File: config.mk
export PLATFORM = sky130hd
export DESIGN_NAME = sp_cmp_unit
export DESIGN_NICKNAME = d
export VERILOG_FILES = /design/src/rtl/sp_cmp_pkg.sv /design/src/rtl/sp_operand_class.sv /design/src/rtl/sp_order_rel.sv /design/src/rtl/sp_rel_select.sv /design/src/rtl/sp_cmp_unit.sv
export SDC_FILE = /design/constraint.sdc
export NUM_CORES = 1
export LEC_CHECK = 0
export ABC_CLOCK_PERIOD_IN_PS = 1900
export CELL_PAD_IN_SITES_DETAIL_PLACEMENT = 1
export CELL_PAD_IN_SITES_GLOBAL_PLACEMENT = 2
export CORE_MARGIN = 2
export CORE_UTILIZATION = 18
export CTS_BUF_LIST = sky130_fd_sc_hd__clkbuf_4
export DETAILED_ROUTE_END_ITERATION = 8
export PLACE_DENSITY = 0.87
export RECOVER_POWER = 100
export SLEW_MARGIN = 20
export SYNTH_ARGS = -nofsm -noshare
export SYNTH_HDL_FRONTEND = slang
export SYNTH_SLANG_ARGS = --single-unit
File: constraint.sdc
create_clock -name clk -period 1.9 [get_ports clk]
set_input_delay 0.38 -clock clk [delete_from_list [all_inputs] [get_ports clk]]
set_output_delay 0.38 -clock clk [all_outputs]
set_load 0.005 [all_outputs]
File: src/rtl/sp_cmp_pkg.sv
package sp_cmp_pkg;

    localparam int unsigned NUM_REL = 8;

    typedef enum logic [2:0] {
        REL_NEVER = 3'd0,
        REL_UN    = 3'd1,
        REL_EQ    = 3'd2,
        REL_UEQ   = 3'd3,
        REL_LT    = 3'd4,
        REL_ULT   = 3'd5,
        REL_LE    = 3'd6,
        REL_ULE   = 3'd7
    } rel_sel_e;

    typedef struct packed {
        logic lt;
        logic eq;
        logic gt;
    } order_t;

    // Evaluate one relation from the three ordering outcomes.
    function automatic logic rel_eval(rel_sel_e r, order_t o);
        logic res;
        case (r)
            REL_NEVER: res = o.lt & o.gt;           // ordering still evaluated, never true
            REL_UN:    res = ~(o.lt | o.eq | o.gt);
            REL_EQ:    res = o.eq;
            REL_UEQ:   res = ~(o.lt | o.gt);
            REL_LT:    res = o.lt;
            REL_ULT:   res = ~(o.gt | o.eq);
            REL_LE:    res = o.lt | o.eq;
            REL_ULE:   res = ~o.gt;
            default:   res = 1'b0;
        endcase
        return res;
    endfunction

endpackage

File: src/rtl/sp_operand_class.sv
module sp_operand_class #(
    parameter int unsigned EXP_W = 8,
    parameter int unsigned MAN_W = 23,
    localparam int unsigned W    = 1 + EXP_W + MAN_W
) (
    input  logic [W-1:0] op_i,
    output logic         sign_o,
    output logic [W-2:0] mag_o,
    output logic         zero_o,
    output logic         nan_o,
    output logic         snan_o
);
    logic [EXP_W-1:0] exp_f;
    logic [MAN_W-1:0] man_f;
    logic             exp_max;
    logic             man_nz;

    always_comb begin
        exp_f   = op_i[W-2 -: EXP_W];
        man_f   = op_i[MAN_W-1:0];
        exp_max = &exp_f;
        man_nz  = |man_f;
        sign_o  = op_i[W-1];
        mag_o   = op_i[W-2:0];
        zero_o  = ~|op_i[W-2:0];
        nan_o   = exp_max & man_nz;
        snan_o  = exp_max & man_nz & ~man_f[MAN_W-1];
    end
endmodule

File: src/rtl/sp_order_rel.sv
module sp_order_rel
    import sp_cmp_pkg::*;
#(
    parameter int unsigned MAG_W = 31
) (
    input  logic             a_sign_i,
    input  logic [MAG_W-1:0] a_mag_i,
    input  logic             a_zero_i,
    input  logic             a_nan_i,
    input  logic             b_sign_i,
    input  logic [MAG_W-1:0] b_mag_i,
    input  logic             b_zero_i,
    input  logic             b_nan_i,
    output order_t           ord_o
);
    logic mag_lt;
    logic mag_eq;
    logic both_zero;

    always_comb begin
        mag_lt    = a_mag_i < b_mag_i;
        mag_eq    = a_mag_i == b_mag_i;
        both_zero = a_zero_i & b_zero_i;
        ord_o     = '0;
        if (a_nan_i | b_nan_i) begin
            ord_o = '0;
        end else if (both_zero) begin
            ord_o.eq = 1'b1;
        end else if (a_sign_i != b_sign_i) begin
            ord_o.lt = a_sign_i;
            ord_o.gt = b_sign_i;
        end else if (mag_eq) begin
            ord_o.eq = 1'b1;
        end else begin
            // Same sign: a negative pair reverses magnitude order.
            ord_o.lt = mag_lt ^ a_sign_i;
            ord_o.gt = ~mag_lt ^ a_sign_i;
        end
    end
endmodule

File: src/rtl/sp_rel_select.sv
module sp_rel_select
    import sp_cmp_pkg::*;
(
    input  logic [2:0] rel_i,
    input  order_t     ord_i,
    output logic       res_o
);
    logic [NUM_REL-1:0] table_v;

    for (genvar k = 0; k < NUM_REL; k++) begin : g_rel
        assign table_v[k] = rel_eval(rel_sel_e'(k), ord_i);
    end

    assign res_o = table_v[rel_i];
endmodule

File: src/rtl/sp_cmp_unit.sv
module sp_cmp_unit
    import sp_cmp_pkg::*;
#(
    parameter int unsigned EXP_W  = 8,
    parameter int unsigned MAN_W  = 23,
    parameter int unsigned CREG_W = 32,
    localparam int unsigned W     = 1 + EXP_W + MAN_W
) (
    input  logic              clk,
    input  logic              rst_n,
    input  logic              req_i,
    input  logic [W-1:0]      opa_i,
    input  logic [W-1:0]      opb_i,
    input  logic [3:0]        sel_i,
    output logic [CREG_W-1:0] bcond_o,
    output logic              invalid_o,
    output logic              done_o
);
    typedef struct packed {
        logic [CREG_W-1:0] bcond;
        logic              inv;
        logic              done;
    } state_t;

    state_t st_d, st_q;

    logic         a_sign, b_sign;
    logic [W-2:0] a_mag, b_mag;
    logic         a_zero, b_zero;
    logic         a_nan, b_nan;
    logic         a_snan, b_snan;
    order_t       ord;
    logic         rel_res;
    logic         sig_mode_d;

    sp_operand_class #(.EXP_W(EXP_W), .MAN_W(MAN_W)) i_cls_a (
        .op_i   (opa_i),
        .sign_o (a_sign),
        .mag_o  (a_mag),
        .zero_o (a_zero),
        .nan_o  (a_nan),
        .snan_o (a_snan)
    );

    sp_operand_class #(.EXP_W(EXP_W), .MAN_W(MAN_W)) i_cls_b (
        .op_i   (opb_i),
        .sign_o (b_sign),
        .mag_o  (b_mag),
        .zero_o (b_zero),
        .nan_o  (b_nan),
        .snan_o (b_snan)
    );

    sp_order_rel #(.MAG_W(W-1)) i_order (
        .a_sign_i (a_sign),
        .a_mag_i  (a_mag),
        .a_zero_i (a_zero),
        .a_nan_i  (a_nan),
        .b_sign_i (b_sign),
        .b_mag_i  (b_mag),
        .b_zero_i (b_zero),
        .b_nan_i  (b_nan),
        .ord_o    (ord)
    );

    sp_rel_select i_sel (
        .rel_i (sel_i[2:0]),
        .ord_i (ord),
        .res_o (rel_res)
    );

    always_comb begin
        st_d       = st_q;
        st_d.done  = 1'b0;
        st_d.inv   = 1'b0;
        // Signaling mode exists only while a signaling compare is in flight.
        sig_mode_d = req_i & sel_i[3];
        if (req_i) begin
            st_d.bcond = {{(CREG_W-1){1'b0}}, rel_res};
            st_d.done  = 1'b1;
            st_d.inv   = sig_mode_d ? (a_nan | b_nan) : (a_snan | b_snan);
        end
    end

    always_ff @(posedge clk or negedge rst_n) begin
        if (!rst_n) begin
            st_q <= '0;
        end else begin
            st_q <= st_d;
        end
    end

    assign bcond_o   = st_q.bcond;
    assign invalid_o = st_q.inv;
    assign done_o    = st_q.done;
endmodule

**Word-level counts from Yosys, hierarchy flattened**

Index checks and enable logic that the tools add are counted.

- Register bits: 3
- Output and inout port bits: 34
- Logic and storage cells: 51
- Input port bits: 71

- Multiplexer cells: 14
- Equality and inequality tests: 2
- Bitwise gates (word level): 22
- Reduce and logical (&&, ||, !) cells: 8
- Order comparisons: 2

Operators with widths:

| cell | count |
|---|---|
| 31-bit OR reduction | 2 |
| 23-bit OR reduction | 2 |
| 31-bit == test | 1 |
| 31-bit less-than comparator | 1 |
| 8-bit AND reduction | 2 |
| 1-bit two-way mux | 11 |
| 1-bit AND | 7 |
| 1-bit inverter | 7 |
| 1-bit OR | 6 |
| 3-bit by 4-bit less-than comparator with 1-bit output (second input constant) | 1 |
| 1-bit binary-select mux with 3-bit select | 1 |
| 3-bit two-way mux | 1 |
| 1-bit logical NOT | 2 |
| 2-bit two-way mux | 1 |
| 1-bit bitwise XOR | 2 |
| 1-bit inequality test | 1 |

**Longest topological paths before layout**

Gate-level depths: netlist of run 1.

- Depth after elaboration: 12
- Depth in mapped cells: 10

**Hierarchy**

A second synthesis of run 1 with hierarchy kept.

- Cells, all modules: 269
- Area, all modules: 2010.7 um2

Modules (own cells, without submodules):

| module | cells an instance | area each (um2) | seq. area each (um2) | times used |
|---|---|---|---|---|
| sp_order_rel | 128 | 909.6 | 0.0 | 1 |
| sp_operand_class | 48 | 354.1 | 0.0 | 2 |
| sp_cmp_unit | 38 | 341.6 | 75.1 | 1 |
| sp_rel_select | 7 | 51.3 | 0.0 | 1 |

**Worst setup path before layout of run 1**

Ideal clock, no wire load.

- Kind: in2reg
- Start point: in opb_i[26]
- End point: reg st_q, in the netlist bcond_o[0]
- Stages: 8
- Arrival: 2131 ps
- Path slack: -355 ps
- Library setup time: 124 ps
- Required time: 1776 ps
- Cells stage by stage: inv_1 -> ha_1 -> nand4_1 -> or4_4 -> or4_4 -> and3_1 -> o211ai_2 -> a21oi_2

- Longest elaborated chain between the ends: 11

RTL lines:

| element | line | text |
|---|---|---|
| from (decl) | sp_cmp_unit.sv:13 | `input logic [W-1:0] opb_i,` |
| 31-bit less-than comparator | sp_order_rel.sv:21 | `mag_lt = a_mag_i < b_mag_i;` |
| 1-bit bitwise XOR / 1-bit inverter (equally long branches) | sp_order_rel.sv:36, sp_order_rel.sv:37 |  |
| 1-bit two-way mux / 1-bit bitwise XOR (equally long branches) | sp_order_rel.sv:32, sp_order_rel.sv:37 |  |
| 1-bit two-way mux (on tied branches) | sp_order_rel.sv:29, sp_order_rel.sv:32 |  |
| 1-bit two-way mux (on tied branches) | sp_order_rel.sv:27, sp_order_rel.sv:29 |  |
| 3-bit two-way mux * | sp_order_rel.sv:25 | `if (a_nan_i \| b_nan_i) begin` |
| 1-bit OR / 3-bit two-way mux (equally long branches) | sp_cmp_pkg.sv:27, sp_cmp_pkg.sv:32, sp_order_rel.sv:25 |  |
| 1-bit OR (on tied branches) | sp_cmp_pkg.sv:27, sp_cmp_pkg.sv:29, sp_cmp_pkg.sv:31 |  |
| 1-bit inverter (on tied branches) | sp_cmp_pkg.sv:27, sp_cmp_pkg.sv:29, sp_cmp_pkg.sv:31 |  |
| 1-bit binary-select mux with 3-bit select * | sp_rel_select.sv:14 | `assign res_o = table_v[rel_i];` |
| 1-bit two-way mux (not written as such) * | sp_rel_select.sv:14 |  |
| to (signal assigned) | sp_cmp_unit.sv:89 | `st_q <= st_d;` |
| to (decl) | sp_cmp_unit.sv:25 | `state_t st_d, st_q;` |

Every way passes the cells marked *; elsewhere a longest branch is shown, timed or not. The select of a mux whose other input is x is not followed.
A chain may end at the register's enable or synchronous reset.

**Final worst setup path of run 1**

- Start point: in opa_i[22]
- End point: reg st_q, in the netlist bcond_o[0]

- Longest elaborated chain between the ends: 11

RTL lines:

| element | line | text |
|---|---|---|
| from (decl) | sp_cmp_unit.sv:12 | `input logic [W-1:0] opa_i,` |
| 31-bit less-than comparator | sp_order_rel.sv:21 |  |
| 1-bit bitwise XOR / 1-bit inverter (equally long branches) | sp_order_rel.sv:36, sp_order_rel.sv:37 |  |
| 1-bit two-way mux / 1-bit bitwise XOR (equally long branches) | sp_order_rel.sv:32, sp_order_rel.sv:37 |  |
| 1-bit two-way mux (on tied branches) | sp_order_rel.sv:29, sp_order_rel.sv:32 |  |
| 1-bit two-way mux (on tied branches) | sp_order_rel.sv:27, sp_order_rel.sv:29 |  |
| 3-bit two-way mux * | sp_order_rel.sv:25 |  |
| 1-bit OR / 3-bit two-way mux (equally long branches) | sp_cmp_pkg.sv:27, sp_cmp_pkg.sv:32, sp_order_rel.sv:25 |  |
| 1-bit OR (on tied branches) | sp_cmp_pkg.sv:27, sp_cmp_pkg.sv:29, sp_cmp_pkg.sv:31 |  |
| 1-bit inverter (on tied branches) | sp_cmp_pkg.sv:27, sp_cmp_pkg.sv:29, sp_cmp_pkg.sv:31 |  |
| 1-bit binary-select mux with 3-bit select * | sp_rel_select.sv:14 |  |
| 1-bit two-way mux (not written as such) * | sp_rel_select.sv:14 |  |

Marked as above.

==> results of run 1 <==
[what timing repair did]
item,CTS,global route
pin swaps,22,2
buffers inserted,1,0
resized for setup,224,16
hold endpoints to repair,0,0
setup endpoints to repair,2,2
hold buffers,0,0
cloned,0,0
[layer usage]
layer  global-route usage [%]  vias up  part of all wire [%]
li1                         -      867                     -
met1                     14.3      823                    39
met2                     27.0       53                    56
met3                     2.57        4                   4.5
met4                     1.77        0                  0.93
met5                        0        -                     0
[flip-flops by register name, summed over array words and instances (netlist names)]
name / flops
done_o: 1
bcond_o: 1
invalid_o: 1
[synthesized netlist by cell type, drive strengths merged, types with 2 or more instances]
| master | number |
|---|---|
| or3 | 2 |
| o22ai | 2 |
| dfrtp | 3 |
| inv | 31 |
| a31oi | 2 |
| or4 | 3 |
| o21ai | 4 |
| nand2b | 2 |
| nand2 | 8 |
| nor2b | 5 |
| a21o | 3 |
| o21bai | 2 |
| nor2 | 4 |
| nor4 | 14 |
| a21oi | 12 |
| nor3 | 2 |
| buf | 31 |
| nand3 | 5 |
| ha | 31 |
| nand4 | 12 |
[kinds of logic after synthesis]
kind of cell / after synthesis
buf+inv: 62
simple gates: 60
compound gates: 31
fa+ha+maj: 31
flops: 3
other cells: 1
[final timing paths]
path / from / end / slack, ps / depth (start not counted)
setup / recovery: opa_i[22] / bcond_o[0] / -210 / 8
hold / removal: rst_n / invalid_o / 400 / 1
setup reg to reg: bcond_o[0] / bcond_o[0] / 1180 / 2
hold reg to reg: bcond_o[0] / bcond_o[0] / 570 / 2
max in group asynchronous: rst_n / bcond_o[0] / 1360 / 1
min in group clk: bcond_o[0] / bcond_o[0] / 570 / 2
[placed cells by master (no fill, tap or decap), types with 4 or more instances in the layout]
master | netlist | routed
a21oi_1 | 11 | 10
buf_2 | 0 | 19
buf_4 | 31 | 46
buf_6 | 0 | 14
clkbuf_4 | 0 | 4
clkdlybuf4s15_1 | 0 | 4
clkdlybuf4s15_2 | 0 | 5
clkdlybuf4s50_1 | 0 | 14
conb_1 | 1 | 31
dlygate4sd2_1 | 0 | 8
dlygate4sd3_1 | 0 | 4
ha_1 | 31 | 7
ha_4 | 0 | 24
inv_1 | 31 | 8
inv_2 | 0 | 13
inv_4 | 0 | 5
nand2_1 | 8 | 8
nand3_1 | 5 | 4
nand4_1 | 11 | 11
nor2b_1 | 5 | 5
nor4_1 | 14 | 12
[per-stage QoR]
stage               setup TNS [ps]  area (um^2)
finish                        -213         2810
global route                  -272         2810
CTS                           -202         2750
detailed placement           -1380         2700
global placement             -1300         2700
floorplan                     -191         1740
[worst register-to-register path: stages (launching register included)]
cell	delay [ps]
dfrtp_1	370
o22ai_1	190
a21oi_2	50
[power by group]
| part | switching, mW | leakage [nW] | internal (mW) | total [mW] |
|---|---|---|---|---|
| Combinational | 0.229 | 1.22 | 0.296 | 0.525 |
| Sequential | 0.00148 | 0.0374 | 0.0679 | 0.0694 |
| Clock | 0.0372 | 0.0184 | 0.0932 | 0.130 |
[final cells by class]
cell class / instances / area [um^2] / area share, %
tap: 99 / 124 / 4.41
sequential: 3 / 75.1 / 2.67
timing repair buffer: 118 / 992 / 35.3
clock buffer: 4 / 30.0 / 1.07
inverter: 31 / 164 / 5.83
multi-input combinational: 153 / 1430 / 50.7
==> reports/summary.txt, run 1 <==
Tot Pwr: 0.725 mW
Max VDD drop: 0.0933 mV
Initial DRC count: 22
Main synth FF type: dfrtp_1
Largest net degree at the start of global routing: 6
Root Driver: clkbuf_4
CTS tree: done
RSZ-0062 raised after global routing: yes
Synth area leaders: ha_1, buf_4, inv_1
Worst path arrival time: 2230 ps
Mux cell area share after synthesis: 0%
Worst Path Buf+Inv: 1
Synth Area in Compound Gates: 14.7%
Mapped Area: 1380 um^2
Top-level port count: 105
Clk buf depth: 2
Area Overhead vs Synth: 104%
TritonCTS Buffers: 3
Layout Utilization: 38.4%
Worst skew pair latency: 240 ps
Routed Antenna Nets: 0
Failing checks: negative setup slack
Fin crit period: 2110 ps
Worst-path fanout max: 2
Post-layout nets: 412
Max-slew violations: 0
DP Worst Slack: -956 ps
Placed Cells: 403
Worst path cell trace: clkdlybuf4s15_2 -> ha_4 -> nand4_4 -> or4_4 -> or4_4 -> and3_4 -> o211ai_2 -> a21oi_2
Die Wd: 91.4 um
Setup WS post-layout: -213 ps
Final Hold Vio Count: 0
Post-route DRC violation count: 0
Clock-pin slew on the worst setup and hold paths: 40 ps
Die height: 91.4 um
Post-synth top area cell: ha_1
Share of layout cells above drive strength 1: 50.2%
# fillers: 845
Final period utilization: 111%
GR Overflow Total: 0
Startpoint Class: primary input
Core Box Area: 7330 um^2
Die Area: 8350 um^2
Vias in the first global route: 1,942
Crit path capture type: register
Hold Slack: 398 ps
Synthesis Warnings: 0
Simple-Gate Fraction of Synth Area: 25.9%
Fin cells: 408
Max Clock Skew: 0 ps
Antenna cell count: 0
Initial Utilization: 18.8%
Max Cap Viol: 0
Initial antenna violation count: 0
Syn Inst Count: 188
Dpl hpwl: 4990 um
Drt first pass iters: 4
Total wire length: 5610 um
Synth unique cells: 34
Max Freq: 473 MHz
Run status: finished with violations
Ys async rst share: 100%
Most frequent CP cell: or4_4
CP Class: primary input to register
Placer Congestion: 0.761
Synth Area in Adders: 28.2%
Vias: 1,747
Total track usage: 13.3%
Crit path max-delay family: simple AND/OR/NAND/NOR gates
CTS HTree Levels: 1
Global-route wire length before repair: 9070 um
Required time worst endpoint: 2020 ps
Largest family of logic cells by synthesized area: adder cells
PD cells: 258 nW/um^2
Post-synthesis register bit count: 3
Cell Rows: 31
IO buf count: 73
Post-synth EDFFs: 0
Synth top area share: 28.2%
Synth Area per Inst: 7.31 um^2
Wire per inst: 13.8 um
# setup viols final: 1
CP max-delay cell: or4_4
Sink Count: 3
Largest stage delay, worst path: 510 ps
Xor-xnor portion of the synthesized cell area: 0%
Seq/Total Area, Yosys: 5.46%
Vias/cell: 4.28
Pleak: 1.28 nW
Min-Delay Path Class: primary input to asynchronous set/reset pin
No activity file was read; power rests on OpenSTA's default activity.
==> run 2, diff against run 1 <==
- CORE_MARGIN: 2 -> unset
==> reports/summary.txt, run 2 (synthesis gave the netlist of run 1 again) <==
Run status: finished with violations
Failing checks: negative setup slack
Root Driver: clkbuf_4
Hold Buf Count CTS: 0
Total track usage: 13.7%
DP Worst Slack: -949 ps
CP Class: primary input to register
Routed Antenna Nets: 0
Crit path capture type: register
Required time worst endpoint: 2030 ps
Antenna cell count: 0
Final period utilization: 108%
Fin cells: 411
Share of layout cells above drive strength 1: 53.5%
Dpl hpwl: 4810 um
PD cells: 261 nW/um^2
Initial antenna violation count: 0
Clock-pin slew on the worst setup and hold paths: 40 ps
Initial Utilization: 18.8%
Min-Delay Path Class: primary input to asynchronous set/reset pin
Most frequent cells in the layout: buf_4, conb_1, ha_4
Worst path arrival time: 2190 ps
Core Box Area: 7330 um^2
CTS HTree Levels: 1
Drt first pass iters: 4
Fin crit period: 2060 ps
Startpoint Class: primary input
TritonCTS Buffers: 3
Sink Count: 3
Top-level port count: 105
Leading cell type in the layout, fill and taps excluded: buf_4
Max VDD drop: 0.0920 mV
Post-route DRC violation count: 0
Worst-path fanout max: 2
Total wire length: 5490 um
# setup viols final: 1
Vias: 1,753
GR Overflow Total: 0
Placed Cells: 405
Setup WS post-layout: -161 ps
Vias/cell: 4.27
RSZ-0062 raised after global routing: yes
Die Area: 7990 um^2
Die Wd: 89.4 um
Wire per inst: 13.4 um
Initial DRC count: 19
Largest net degree at the start of global routing: 6
CTS tree: done
Pleak: 1.33 nW
Area Overhead vs Synth: 104%
Layout Utilization: 38.3%
Worst skew pair latency: 250 ps
Max Freq: 485 MHz
IO buf count: 73
Global-route wire length before repair: 8370 um
Placer Congestion: 0.763
Hold Slack: 376 ps
Max Cap Viol: 0
Max-slew violations: 0
Die height: 89.4 um
Cell Rows: 31
Clk buf depth: 2
Final Hold Vio Count: 0
Vias in the first global route: 1,847
Post-layout nets: 415
Max Clock Skew: 0 ps
==> run 2: cell count changes in the layout (fill, tap and decap cells not counted), sizes merged <==
cell | previous run | this run
clkdlybuf4s50 | 14 | 9
clkbuf | 5 | 13
dlygate4sd2 | 8 | 3
clkdlybuf4s15 | 9 | 0
buf | 81 | 89
dlymetal6s2s | 1 | 7
==> run 2: path summary, 6_finish.rpt <==
check                             end  startpoint  cells after the start  slack, ps
max in group asynchronous      done_o       rst_n                      1       1380
min                        bcond_o[0]       rst_n                      1        380
min in group clk           bcond_o[0]  bcond_o[0]                      2        560
max reg2reg                bcond_o[0]  bcond_o[0]                      2       1190
max                        bcond_o[0]    opb_i[1]                      9       -160
min reg2reg                bcond_o[0]  bcond_o[0]                      2        560
==> run 2: critical path, stage by stage <==
cell,delay (ps)
clkbuf_2,110
inv_2,50
ha_4,250
nand2_1,60
or4_1,520
or4_4,520
and3_4,170
o211ai_2,70
a21oi_2,70
==> run 2: where the power goes <==
| group | leakage [nW] | internal, mW | switching, mW |
|---|---|---|---|
| registers | 0.0374 | 0.0679 | 0.00159 |
| logic | 1.27 | 0.295 | 0.230 |
| clock network | 0.0184 | 0.0936 | 0.0437 |
| total | 1.33 | 0.457 | 0.276 |
==> run 2: per-stage QoR <==
step	power (mW)	instance area [um^2]	setup TNS (ps)
6_report	0.733	2810	-161
5_1_grt	0.807	2810	-348
4_1_cts	0.736	2810	-197
3_5_place_dp	0.585	2710	-1310
3_3_place_gp	0.569	2710	-1320
2_1_floorplan	0.303	1740	-191
==> run 2: timing repair <==
action	in CTS	in global routing
resized for setup	224	45
endpoints found under the setup margin	2	2
setup buffers	1	1
pin swaps	22	15
==> run 2: area by class of cell <==
class / count / area [um^2]
clock buffer: 4 / 30.0
fill: 875 / 4520
inverter: 31 / 164
multi-input combinational: 153 / 1440
sequential: 3 / 75.1
tap: 99 / 124
timing repair buffer: 121 / 973
==> run 2: per-layer routing <==
| layer | track usage [%] | wire length, um |
|---|---|---|
| met1 | 15.3 | 2150 |
| met3 | 1.02 | 207 |
| met2 | 26.8 | 3020 |
| met5 | 0 | 0 |
| met4 | 4.91 | 111 |
==> run 3, diff against run 2 <==
- CTS_CLUSTER_DIAMETER: unset -> 80
==> results of run 3 <==
Same layout as run 2: the final DEF is identical, and so are final timing and power.
